### config.mk
export PLATFORM = sky130hd
export DESIGN_NAME = flash_cmd_decoder
export DESIGN_NICKNAME = d
export VERILOG_FILES = /design/src/rtl/flash_cmd_pkg.sv /design/src/rtl/fcd_match.sv /design/src/rtl/fcd_seq.sv /design/src/rtl/fcd_idrom.sv /design/src/rtl/flash_cmd_decoder.sv
export SDC_FILE = /design/constraint.sdc
export NUM_CORES = 1
export LEC_CHECK = 0
export BUFFER_PORTS_ARGS = -buffer_cell sky130_fd_sc_hd__buf_2
export CAP_MARGIN = 20
export CELL_PAD_IN_SITES_DETAIL_PLACEMENT = 0
export CELL_PAD_IN_SITES_GLOBAL_PLACEMENT = 1
export CORE_MARGIN = 2
export CORE_UTILIZATION = 37
export DETAILED_ROUTE_END_ITERATION = 10
export PLACE_DENSITY_LB_ADDON = 0.1
export SKIP_CTS_REPAIR_TIMING = 1
export SYNTH_ARGS = -nofsm -noshare
export SYNTH_HDL_FRONTEND = slang
export SYNTH_SLANG_ARGS = --single-unit
### constraint.sdc
create_clock -name clk -period 3.9 [get_ports clk]
set_input_delay 0.39 -clock clk [delete_from_list [all_inputs] [get_ports clk]]
set_output_delay 0.39 -clock clk [all_outputs]
set_load 0.1 [all_outputs]
### src/rtl/flash_cmd_pkg.sv
package flash_cmd_pkg;

   typedef enum logic [2:0] {
      SQ_IDLE, SQ_U1, SQ_U2, SQ_PGM, SQ_E3, SQ_E4, SQ_E5
   } seq_st_t;

   typedef enum logic [1:0] {
      RM_ARRAY = 2'd0,
      RM_ID    = 2'd1,
      RM_QUERY = 2'd2
   } rd_mode_t;

   localparam logic [7:0] K_UNLK1 = 8'hAA;
   localparam logic [7:0] K_UNLK2 = 8'h55;
   localparam logic [7:0] K_PGM   = 8'hA0;
   localparam logic [7:0] K_ERS   = 8'h80;
   localparam logic [7:0] K_IDIN  = 8'h90;
   localparam logic [7:0] K_QRY   = 8'h98;
   localparam logic [7:0] K_EXIT  = 8'hF0;
   localparam logic [7:0] K_SEC   = 8'h30;
   localparam logic [7:0] K_BLK   = 8'h50;
   localparam logic [7:0] K_CHIP  = 8'h10;

   localparam logic [15:0] MFR_WORD  = 16'h00BF;
   localparam logic [15:0] DEV_BOTTOM = 16'h2761;
   localparam logic [15:0] DEV_TOP    = 16'h2762;

   typedef struct packed {
      logic at_a;
      logic at_b;
      logic at_q;
      logic is_unlk1;
      logic is_unlk2;
      logic is_pgm;
      logic is_ers;
      logic is_idin;
      logic is_qry;
      logic is_exit;
      logic is_sec;
      logic is_blk;
      logic is_chip;
   } cyc_hit_t;

endpackage

### src/rtl/fcd_match.sv
module fcd_match
   import flash_cmd_pkg::*;
#(
   parameter int              ADDR_W = 20,
   parameter logic [ADDR_W-1:0] UNLK_A = 'h5555,
   parameter logic [ADDR_W-1:0] UNLK_B = 'h2AAA,
   parameter logic [ADDR_W-1:0] CFI_A  = 'h555
) (
   input  logic [ADDR_W-1:0] addr,
   input  logic [7:0]        code,
   output cyc_hit_t          hit
);
   always_comb begin
      hit.at_a     = (addr == UNLK_A);
      hit.at_b     = (addr == UNLK_B);
      hit.at_q     = (addr == CFI_A);
      hit.is_unlk1 = (code == K_UNLK1);
      hit.is_unlk2 = (code == K_UNLK2);
      hit.is_pgm   = (code == K_PGM);
      hit.is_ers   = (code == K_ERS);
      hit.is_idin  = (code == K_IDIN);
      hit.is_qry   = (code == K_QRY);
      hit.is_exit  = (code == K_EXIT);
      hit.is_sec   = (code == K_SEC);
      hit.is_blk   = (code == K_BLK);
      hit.is_chip  = (code == K_CHIP);
   end
endmodule

### src/rtl/fcd_seq.sv
module fcd_seq
   import flash_cmd_pkg::*;
#(
   parameter int ADDR_W = 20,
   parameter int DATA_W = 16
) (
   input  logic              clk,
   input  logic              rst_n,
   input  logic              wr_en,
   input  logic              busy,
   input  cyc_hit_t          hit,
   input  logic [ADDR_W-1:0] wr_addr,
   input  logic [DATA_W-1:0] wr_data,
   output logic              pgm_req,
   output logic              sec_req,
   output logic              blk_req,
   output logic              chip_req,
   output logic [ADDR_W-1:0] op_addr,
   output logic [DATA_W-1:0] op_data,
   output rd_mode_t          mode
);
   seq_st_t  st_q, st_d;
   rd_mode_t mode_d;
   logic     pgm_d, sec_d, blk_d, chip_d, take;

   assign take = wr_en & ~busy;

   always_comb begin
      st_d   = st_q;
      mode_d = mode;
      pgm_d  = 1'b0;
      sec_d  = 1'b0;
      blk_d  = 1'b0;
      chip_d = 1'b0;
      if (take) begin
         st_d   = SQ_IDLE;
         mode_d = RM_ARRAY;
         unique case (st_q)
            SQ_IDLE: if (hit.at_a && hit.is_unlk1) begin
               st_d = SQ_U1; mode_d = mode;
            end
            SQ_U1: if (hit.at_b && hit.is_unlk2) begin
               st_d = SQ_U2; mode_d = mode;
            end
            SQ_U2: begin
               if (hit.at_a && hit.is_pgm) begin
                  st_d = SQ_PGM; mode_d = mode;
               end else if (hit.at_a && hit.is_ers) begin
                  st_d = SQ_E3; mode_d = mode;
               end else if (hit.at_a && hit.is_idin) begin
                  mode_d = RM_ID;
               end else if (hit.at_q && hit.is_qry) begin
                  mode_d = RM_QUERY;
               end
            end
            SQ_PGM: pgm_d = 1'b1;
            SQ_E3: if (hit.at_a && hit.is_unlk1) begin
               st_d = SQ_E4; mode_d = mode;
            end
            SQ_E4: if (hit.at_b && hit.is_unlk2) begin
               st_d = SQ_E5; mode_d = mode;
            end
            SQ_E5: begin
               sec_d  = hit.is_sec;
               blk_d  = hit.is_blk;
               chip_d = hit.is_chip & hit.at_a;
            end
            default: ;
         endcase
      end
   end

   always_ff @(posedge clk) begin
      if (!rst_n) begin
         st_q     <= SQ_IDLE;
         mode     <= RM_ARRAY;
         pgm_req  <= 1'b0;
         sec_req  <= 1'b0;
         blk_req  <= 1'b0;
         chip_req <= 1'b0;
         op_addr  <= '0;
         op_data  <= '0;
      end else begin
         st_q     <= st_d;
         mode     <= mode_d;
         pgm_req  <= pgm_d;
         sec_req  <= sec_d;
         blk_req  <= blk_d;
         chip_req <= chip_d;
         if (pgm_d | sec_d | blk_d | chip_d) begin
            op_addr <= wr_addr;
            op_data <= wr_data;
         end
      end
   end
endmodule

### src/rtl/fcd_idrom.sv
module fcd_idrom
   import flash_cmd_pkg::*;
#(
   parameter int ADDR_W      = 20,
   parameter int DATA_W      = 16,
   parameter int TOP_VARIANT = 0
) (
   input  rd_mode_t          mode,
   input  logic [ADDR_W-1:0] rd_addr,
   output logic [DATA_W-1:0] id_word
);
   logic [15:0] dev_word;

   generate
      if (TOP_VARIANT != 0) begin : g_top
         assign dev_word = DEV_TOP;
      end else begin : g_bottom
         assign dev_word = DEV_BOTTOM;
      end
   endgenerate

   always_comb begin
      id_word = '0;
      if (mode == RM_ID) begin
         if (rd_addr == ADDR_W'(0))      id_word = DATA_W'(MFR_WORD);
         else if (rd_addr == ADDR_W'(1)) id_word = DATA_W'(dev_word);
      end
   end
endmodule

### src/rtl/flash_cmd_decoder.sv
module flash_cmd_decoder
   import flash_cmd_pkg::*;
#(
   parameter int                ADDR_W      = 20,
   parameter int                DATA_W      = 16,
   parameter int                TOP_VARIANT = 0,
   parameter logic [ADDR_W-1:0] UNLK_A      = 'h5555,
   parameter logic [ADDR_W-1:0] UNLK_B      = 'h2AAA,
   parameter logic [ADDR_W-1:0] CFI_A       = 'h555
) (
   input  logic              clk,
   input  logic              rst_n,
   input  logic              wr_en,
   input  logic [ADDR_W-1:0] wr_addr,
   input  logic [DATA_W-1:0] wr_data,
   input  logic              busy,
   input  logic [ADDR_W-1:0] rd_addr,
   output logic              pgm_req,
   output logic              sec_erase_req,
   output logic              blk_erase_req,
   output logic              chip_erase_req,
   output logic [ADDR_W-1:0] op_addr,
   output logic [DATA_W-1:0] op_data,
   output logic [1:0]        rd_mode,
   output logic [DATA_W-1:0] id_word
);
   localparam int CODE_W = 8;

   generate
      if (ADDR_W < 16) begin : g_bad_addr
         $error("flash_cmd_decoder: ADDR_W must be at least 16");
      end
      if (DATA_W < 16) begin : g_bad_data
         $error("flash_cmd_decoder: DATA_W must be at least 16");
      end
   endgenerate

   cyc_hit_t hit;
   rd_mode_t mode;

   fcd_match #(
      .ADDR_W(ADDR_W), .UNLK_A(UNLK_A), .UNLK_B(UNLK_B), .CFI_A(CFI_A)
   ) u_match (
      .addr (wr_addr),
      .code (wr_data[CODE_W-1:0]),
      .hit  (hit)
   );

   fcd_seq #(.ADDR_W(ADDR_W), .DATA_W(DATA_W)) u_seq (
      .clk      (clk),
      .rst_n    (rst_n),
      .wr_en    (wr_en),
      .busy     (busy),
      .hit      (hit),
      .wr_addr  (wr_addr),
      .wr_data  (wr_data),
      .pgm_req  (pgm_req),
      .sec_req  (sec_erase_req),
      .blk_req  (blk_erase_req),
      .chip_req (chip_erase_req),
      .op_addr  (op_addr),
      .op_data  (op_data),
      .mode     (mode)
   );

   fcd_idrom #(
      .ADDR_W(ADDR_W), .DATA_W(DATA_W), .TOP_VARIANT(TOP_VARIANT)
   ) u_idrom (
      .mode    (mode),
      .rd_addr (rd_addr),
      .id_word (id_word)
   );

   assign rd_mode = mode;
endmodule

==> metrics, run 1 <==
Hold Crit Class=input pin to flop; Final #Nets=523; Yosys cell types=53; Core Box Area=7730 um2; fillers=800; Post-Synthesis Cells=381; # DRC=0; Worst path max stage delay=0.68 ns; top_reg_cell synth=dfxtp_1; Ys Warns=0; Clock Tree Root=clkbuf_8; Leak=0.00161 uW; Final TNS setup=0 ns; IO Pins=118; num rows=32; final core occ=45.8%; Setup Skew=0.0116 ns; Worst EP arrival=2.75 ns; DRT iter0 DRCs=155; fin. max-slew vios=0; die area=8730 um2; DR WL/cell=16.5 um; commonest non-fill, non-tap cell in the layout=buf_2; WP data required=4.05 ns; dpl cell area=3440 um2; synthesized area per cell=7.77 um2; GRT busiest layer=met2; critical path's slowest cell=and3b_1; Initial Utilization=38.3%; Layout Cells excl Fill=566; via/cell ratio=5.60; Worst VDD drop=0.145 mV; ant diodes=0; CP Capture Type=flop; Die Ht=93.4 um; Syn Std Cell Area=2960 um2; DR vias=3172; ys async rst share=0%; Top Family by Delay on Critical Path=simple AND/OR/NAND/NOR gates; synth-to-layout area growth=19.7%; startpoint types=flop; CTS tree=built; Reg clk slew, reported paths=0.08 ns; worst skew pair latency=0.30 ns; htree depth=2; Final period util=66.5%; share of layout cells above drive strength 1=30.4%; Slew headroom=28.4%; GRT Overall Usage=20.9%; largest net degree at the start of global routing=45; FF/Latch Area=901 um2; Design Power=910 uW; M2 GR Usage=34.5%; CP Depth=5; DP Cell Count=558; endpoints failing setup=0; Hold Vio Cnt, Final=0; total CTS buffers=5; max-cap violations=0; IO Port Bufs=113; vias in the first global route=2952; final WL=9340 um; post-route cell area=3540 um2; antenna violations before repair=0; gpl congestion=0.808; Max Freq=386 MHz; RSZ-0062 raised after global routing=false; global-route wire length before repair=14800 um; status=complete, no violations; area of the multi-input gates=1790 um2; CP Cell Sequence=and3b_1 > nand4_1 > or2_1 > nand2_2 > o221ai_1; post-layout min period=2.59 ns; Crit Path Max Fanout=32; M1 GR Usage=27.5%; CTS Sinks=45; met3 usage=4.67%; Worst-Margin Slew=1.07 ns; Seq/Total Area, Yosys=30.4%; synthesized flop and latch total=45; r2r worst-path depth=5; TritonRoute pass-1 iters=4; Post-synth EDFFs=0; Worst Setup Path Type=flop to flop; DP HPWL=6400 um; clock tree buffer depth=2; Buf+Inv Stages, Crit Path=0; pwr dens=257 nW/um2; most frequent cells in the layout=buf_2, nand2_1, dfxtp_1, nor3_1, o221ai_1; hold path depth=3; Final ANT Viol Nets=0; die width=93.4 um; GRT overflow=0
## state kept, by name, indices dropped and copies added, names as in the netlist
name	cells
u_seq.mode	2
u_seq.st_q	3
u_seq.op_data	16
u_seq.chip_req	1
u_seq.sec_req	1
u_seq.blk_req	1
u_seq.pgm_req	1
u_seq.op_addr	20
## cells in the mapped netlist (3+ instances only)
library cell / count / area (um2)
nor2b_1: 4 / 25.0
mux2i_1: 29 / 290
nand4_1: 13 / 81.3
o21ai_0: 3 / 15.0
clkbuf_1: 19 / 71.3
buf_4: 17 / 128
buf_2: 7 / 35.0
nand2_1: 77 / 289
buf_6: 3 / 33.8
dfxtp_1: 45 / 901
a21oi_1: 29 / 145
nor4_1: 7 / 43.8
o221ai_1: 32 / 280
nor2_1: 12 / 45.0
nand3_1: 6 / 30.0
nor3_1: 33 / 165
## metrics by stage
step / setup slack (ns) / hold slack (ns)
floorplan: 0.165 / 0.475
global placement: 1.17 / 0.448
detailed placement: 1.17 / 0.460
CTS: 1.27 / 0.347
global route: 1.09 / 0.373
finish: 1.31 / 0.363
## final timing paths
check,start,endpoint,slack (ns)
worst min-delay path,wr_data[5],u_seq.sec_req$_SDFF_PN0_,0.36
worst max-delay path,u_seq.st_q[1]$_SDFFE_PN0P_,u_seq.op_data[1]$_SDFFE_PN0P_,1.31
worst max register to register,u_seq.st_q[1]$_SDFFE_PN0P_,u_seq.op_data[1]$_SDFFE_PN0P_,1.31
worst min register to register,u_seq.mode[0]$_SDFFE_PN0P_,u_seq.mode[0]$_SDFFE_PN0P_,0.48
## power breakdown
part | internal (uW) | total, uW | leakage (uW) | switching (uW)
clock network | 161 | 329 | 0.0000542 | 168
logic | 41.9 | 122 | 0.00119 | 80.3
registers | 459 | 459 | 0.000362 | 0.0000000397
total | 661 | 910 | 0.00161 | 249
## metal layers
metal | part of all wire [%] | wire [um]
met1 | 45 | 4200
met2 | 48 | 4490
met3 | 6.3 | 592
met4 | 0.66 | 62
met5 | 0 | 0
## cell families after synthesis
kind of cell           count (synthesis)  synth area share [%]
AND/OR/NAND/NOR                      178                  31.3
AO/OA/AOI/OAI                         78                  18.4
buffers and inverters                 50                  9.89
flip-flops                            45                  30.4
multiplexers                          29                  9.81
other                                  1                 0.127
## layout make-up
type,instances,share of cell area (%)
clock buffers,7,2.72
clock inverters,1,0.141
inverters,2,0.212
multi-input cells,289,50.4
flip-flops and latches,45,25.4
well taps,102,3.60
repair buffers,120,17.4
## tightest hold or removal path: stages
cell     delay (ns)
buf_2          0.12
nand2_1        0.06
nor2_1         0.04
(Power assumes the default switching activity.)
==> run 2, diff against run 1 <==
CORE_UTILIZATION = 34   (was 37)
clock period = 2.6 ns   (was 3.9 ns; I/O delays follow)
==> run 2 against run 1 <==
Critical path depth did not move. Sequential share of layout area fell by 0.40 points. Sequential cell count did not move. Design area rose by 2.4%. Register-to-register slack got worse by 0.75 ns. Largest cell class unchanged.
==> metrics, run 2 (synthesized netlist as in run 1, its figures left out) <==
Worst EP arrival=1.93 ns (was 2.75 ns); post-layout min period=2.19 ns; max-cap violations=0 (unchanged); num rows=34 (was 32); synth-to-layout area growth=22.6% (was 19.7%); Layout Cells excl Fill=576 (was 566); vias in the first global route=3088 (was 2952); worst skew pair latency=0.31 ns (was 0.30 ns); total CTS buffers=5 (unchanged); Final ANT Viol Nets=0 (unchanged); Initial Utilization=34.4% (was 38.3%); CTS Sinks=45 (unchanged); commonest non-fill, non-tap cell in the layout=buf_2 (unchanged); Reg clk slew, reported paths=0.09 ns (was 0.08 ns); DP HPWL=6770 um (was 6400 um); Max Freq=457 MHz; Leak=0.00165 uW (was 0.00161 uW); GRT overflow=0 (unchanged); IO Pins=118 (unchanged); htree depth=2 (unchanged); Die Ht=97.3 um (was 93.4 um); GRT Overall Usage=20.3% (was 20.9%); Worst VDD drop=0.230 mV (was 0.145 mV); Top Family by Delay on Critical Path=simple AND/OR/NAND/NOR gates (unchanged); via/cell ratio=5.61 (was 5.60); Crit Path Max Fanout=5 (was 32); endpoints failing setup=0 (unchanged); DR WL/cell=17.2 um (was 16.5 um); Core Box Area=8590 um2 (was 7730 um2); ant diodes=0 (unchanged); DR vias=3231 (was 3172); Buf+Inv Stages, Crit Path=1 (was 0); CP Capture Type=primary output (was flop); CP Cell Sequence=nor4b_2 > nand4_1 > nor2_4 > and2_4 > buf_2 (was and3b_1 > nand4_1 > or2_1 > nand2_2 > o221ai_1); die width=97.3 um (was 93.4 um); share of layout cells above drive strength 1=31.6% (was 30.4%); critical path's slowest cell=buf_2 (was and3b_1); largest net degree at the start of global routing=38 (was 45); fillers=939 (was 800); # DRC=0 (unchanged); max FFs per register=20 (unchanged); TritonRoute pass-1 iters=5 (was 4); clock tree buffer depth=2 (unchanged); DP Cell Count=568 (was 558); most frequent cells in the layout=buf_2, nand2_1, dfxtp_1, nor3_1, o221ai_1 (unchanged); DRT iter0 DRCs=125 (was 155); Hold Crit Class=input pin to flop (unchanged); Final #Nets=527 (was 523); startpoint types=flop (unchanged); pwr dens=401 nW/um2 (was 257 nW/um2); die area=9470 um2 (was 8730 um2); Design Power=1450 uW (was 910 uW); CTS tree=built (unchanged); Worst path max stage delay=0.42 ns (was 0.68 ns); IO Port Bufs=113 (unchanged); final WL=9900 um (was 9340 um); Worst-Margin Slew=1.11 ns (was 1.07 ns); Worst Setup Path Type=flop to primary output (was flop to flop); status=complete, no violations (unchanged); WP data required=2.34 ns (was 4.05 ns); Slew headroom=26.3% (was 28.4%); biggest regs=u_seq.op_addr: 20 flops, u_seq.op_data: 16 flops, u_seq.st_q: 3 flops (unchanged); gpl congestion=0.855 (was 0.808); Reg2Reg Setup Slack=0.56 ns (was 1.31 ns); global-route wire length before repair=15700 um (was 14800 um); antenna violations before repair=0 (unchanged); largest register by flop count=u_seq.op_addr (unchanged); Min Hold Slack=0.218 ns (was 0.363 ns); Hold Vio Cnt, Final=0 (unchanged); Final period util=84.1%; fin. max-slew vios=0 (unchanged); Setup Skew=0.00883 ns (was 0.0116 ns); RSZ-0062 raised after global routing=false (unchanged); Clock Tree Root=clkbuf_8 (unchanged)
## run 2: changes by cell type in the layout (fill, tap and decap cells not counted), moves of 2 or more
cell,delta
buf_4,+4
clkbuf_16,+2
clkbuf_8,-2
dfxtp_1,-2
dfxtp_4,+2
## run 2: metrics by stage
stage | util (%) | worst slack [ns] | setup TNS, ns | area [um2]
global placement | 40.8 | 0.394 | 0 | 3500
global route | 42.2 | 0.256 | 0 | 3630
floorplan | - | -0.0327 | -0.131 | 3090
CTS | 42.2 | 0.350 | 0 | 3630
detailed placement | 40.8 | 0.366 | 0 | 3500
finish | 42.2 | 0.412 | 0 | 3630
## run 2: final cells by class
type,count,area (um2),area share [%]
multi-input cells,289,1810,49.8
flip-flops and latches,45,908,25.0
repair buffers,124,648,17.9
well taps,108,135,3.72
clock buffers,7,119,3.28
inverters,2,7.51,0.207
clock inverters,1,5.00,0.138
## run 2: where the power goes
part	internal [uW]	switching, uW
Sequential	687	0.0000000521
Combinational	62.9	124
Clock	305	275
Total	1050	399
## run 2: layer usage
layer | track usage [%] | wire length [um] | up-vias
met3 | 3.17 | 521 | 10
met2 | 35.7 | 4870 | 97
met4 | 5.24 | 120 | 0
li1 | - | - | 1570
met5 | 0 | 0 | -
met1 | 26.0 | 4390 | 1554
## run 2: worst paths after layout
kind	startpoint	end	depth (start not counted)
worst min register to register	u_seq.mode[0]$_SDFFE_PN0P_	u_seq.mode[0]$_SDFFE_PN0P_	2
worst max register to register	u_seq.st_q[0]$_SDFFE_PN0P_	u_seq.op_data[3]$_SDFFE_PN0P_	6
worst max-delay path	u_seq.mode[1]$_SDFFE_PN0P_	id_word[9]	5
worst min-delay path	wr_data[5]	u_seq.sec_req$_SDFF_PN0_	3
## run 2: worst register-to-register path, stage by stage (launching register included)
cell and delay, ns:
dfxtp_1 0.36, nor3_2 0.34, nand4_1 0.21, or2_1 0.36, nand2_2 0.09, buf_4 0.36
o221ai_1 0.19
==> run 3, diff against run 2 <==
CORE_UTILIZATION = 31   (was 34)
clock period = 2 ns   (was 2.6 ns; I/O delays follow)
==> run 3 against run 2 <==
Highest routed layer unchanged. First-iteration DRC count is 22% higher. Largest power group unchanged. Sequential share of layout area is 1.5 points lower. Core utilization fell by 0.52 points.
==> metrics, run 3 (synthesized netlist as in run 1, its figures left out) <==
Leak=0.00170 uW (was 0.00165 uW); Int Pwr=1220 uW (was 1050 uW); GRT overflow=0 (unchanged); DRT iter0 DRCs=153 (was 125); WP data required=1.80 ns (was 2.34 ns); worst r2r dst=u_seq.op_data[3]$_SDFFE_PN0P_ (unchanged); pwr dens=448 nW/um2 (was 401 nW/um2); CTS Sinks=45 (unchanged); DP Cell Count=596 (was 568); ant diodes=0 (unchanged); Final #Nets=534 (was 527); DR WL/cell=17.1 um (was 17.2 um); fillers=993 (was 939); worst skew pair latency=0.31 ns (about the same); switching fraction of total power=29.1% (was 27.4%); largest register by flop count=u_seq.op_addr (unchanged); endpoints failing setup=0 (unchanged); num rows=35 (was 34); Final ANT Viol Nets=0 (unchanged); IO Pins=118 (unchanged); global-route wire length before repair=16400 um (was 15700 um); Worst Setup Path Type=flop to primary output (unchanged); commonest non-fill, non-tap cell in the layout=buf_2 (unchanged); final WL=10400 um (was 9900 um); antenna violations before repair=0 (unchanged); post-placement worst setup slack=0.128 ns (was 0.366 ns); TritonRoute pass-1 iters=4 (was 5); hold path depth=3 (unchanged); Worst EP arrival=1.75 ns (was 1.93 ns); Clock Power Share=33.8% (was 39.9%); synth-to-layout area growth=30.2% (was 22.6%); Worst-Margin Slew=0.488 ns (was 1.11 ns); # DRC=0 (unchanged); DR vias=3255 (was 3231); most frequent cells in the layout=buf_2, nand2_1, dfxtp_1, nor3_1, o221ai_1 (unchanged); Reg2Reg Setup Slack=0.23 ns (was 0.56 ns); startpoint types=flop (unchanged); post-route cell area=3850 um2 (was 3630 um2); largest net degree at the start of global routing=51 (was 38); Reg power frac=51.7% (was 47.2%); switching pwr=503 uW (was 399 uW); r2r worst-path depth=6 (unchanged); Initial Utilization=32.0% (was 34.4%); Worst Hold Path EP=u_seq.sec_req$_SDFF_PN0_ (unchanged); biggest regs=u_seq.op_addr: 20 flops, u_seq.op_data: 16 flops, u_seq.st_q: 3 flops (unchanged); share of layout cells above drive strength 1=32.4% (was 31.6%); Setup Skew=0.0117 ns (was 0.00883 ns); hold_sp=wr_data[5] (unchanged); htree depth=2 (unchanged); gpl congestion=0.814 (was 0.855); clock tree buffer depth=2 (unchanged); status=complete, no violations (unchanged); CTS tree=built (unchanged); Final period util=97.6%; Slew headroom=67.1% (was 26.3%); Max Freq=512 MHz; Clock Tree Root=clkbuf_8 (unchanged); Die Ht=102 um (was 97.3 um); via/cell ratio=5.39 (was 5.61); dpl cell area=3760 um2 (was 3500 um2); Worst VDD drop=0.255 mV (was 0.230 mV); DP HPWL=7210 um (was 6770 um); Final TNS setup=0 ns (unchanged); Core Box Area=9240 um2 (was 8590 um2); die area=10300 um2 (was 9470 um2); fin. max-slew vios=0 (unchanged); vias in the first global route=3176 (was 3088); combinational power share=14.5% (was 12.9%); post-layout min period=1.95 ns; final worst slack=0.0479 ns (was 0.412 ns); Reg clk slew, reported paths=0.08 ns (was 0.09 ns); GRT Overall Usage=20.1% (was 20.3%); Crit Path Max Fanout=5 (unchanged); total CTS buffers=5 (unchanged); CP Capture Type=primary output (unchanged); max FFs per register=20 (unchanged); die width=102 um (was 97.3 um); max-cap violations=0 (unchanged); Hold Vio Cnt, Final=0 (unchanged); RSZ-0062 raised after global routing=true (was false); IO Port Bufs=113 (unchanged); Hold Crit Class=input pin to flop (unchanged); Layout Cells excl Fill=604 (was 576); Worst R2R Start=u_seq.st_q[1]$_SDFFE_PN0P_ (was u_seq.st_q[0]$_SDFFE_PN0P_)
[run 3: cell types whose count changed in the layout (fill, tap and decap cells not counted), sizes merged]
cell / delta
buf: +7
clkinv: +1
clkbuf: -1
[run 3: per-layer routing]
layer | up-vias | global-route usage (%) | routed length, um
met5 | - | 0 | 0
met3 | 8 | 4.14 | 591
met1 | 1552 | 28.4 | 4730
met2 | 113 | 32.2 | 4960
li1 | 1582 | - | -
met4 | 0 | 3.22 | 71
[run 3: critical path, stage by stage (launching register included)]
cell and delay [ns]:
dfxtp_4 0.36, nor4b_4 0.20, nand4_1 0.25, nor2_4 0.18
and2_4 0.25, buf_12 0.19
[run 3: area by class of cell]
class	instances	area, um2	area share (%)
multi-input cells	289	1810	47.1
flip-flops and latches	45	908	23.6
repair buffers	131	880	22.8
well taps	129	161	4.19
clock buffers	6	72.6	1.88
clock inverters	2	10.0	0.260
inverters	2	7.51	0.195
[run 3: how the worst max path moves through the flow]
stage                                      end                       start  cells after the start
finish                              id_word[8]  u_seq.mode[1]$_SDFFE_PN0P_                      5
global route                        id_word[8]  u_seq.mode[1]$_SDFFE_PN0P_                      5
CTS                                 id_word[4]  u_seq.mode[1]$_SDFFE_PN0P_                      5
detailed placement  u_seq.mode[0]$_SDFFE_PN0P_                 wr_addr[19]                      6
global placement    u_seq.mode[0]$_SDFFE_PN0P_                 wr_addr[19]                      6
floorplan                           id_word[2]  u_seq.mode[0]$_SDFFE_PN0P_                      4
[run 3: power groups by stage]
stage               logic (uW)  registers, uW  clock network [uW]
floorplan                  147            913                   0
global placement           248            913                   0
detailed placement         248            913                   0
CTS                        249            892                 606
global route               271            893                 644
finish                     249            892                 583
[run 3: per-stage QoR]
| stage | util [%] | total power (uW) | hold slack (ns) |
|---|---|---|---|
| final | 41.7 | 1720 | 0.141 |
| after global routing | 41.7 | 1810 | 0.171 |
| after CTS | 41.6 | 1750 | 0.138 |
| after detailed placement | 40.7 | 1160 | 0.464 |
| after global placement | 40.7 | 1160 | 0.460 |
| after floorplan | - | 1060 | 0.314 |
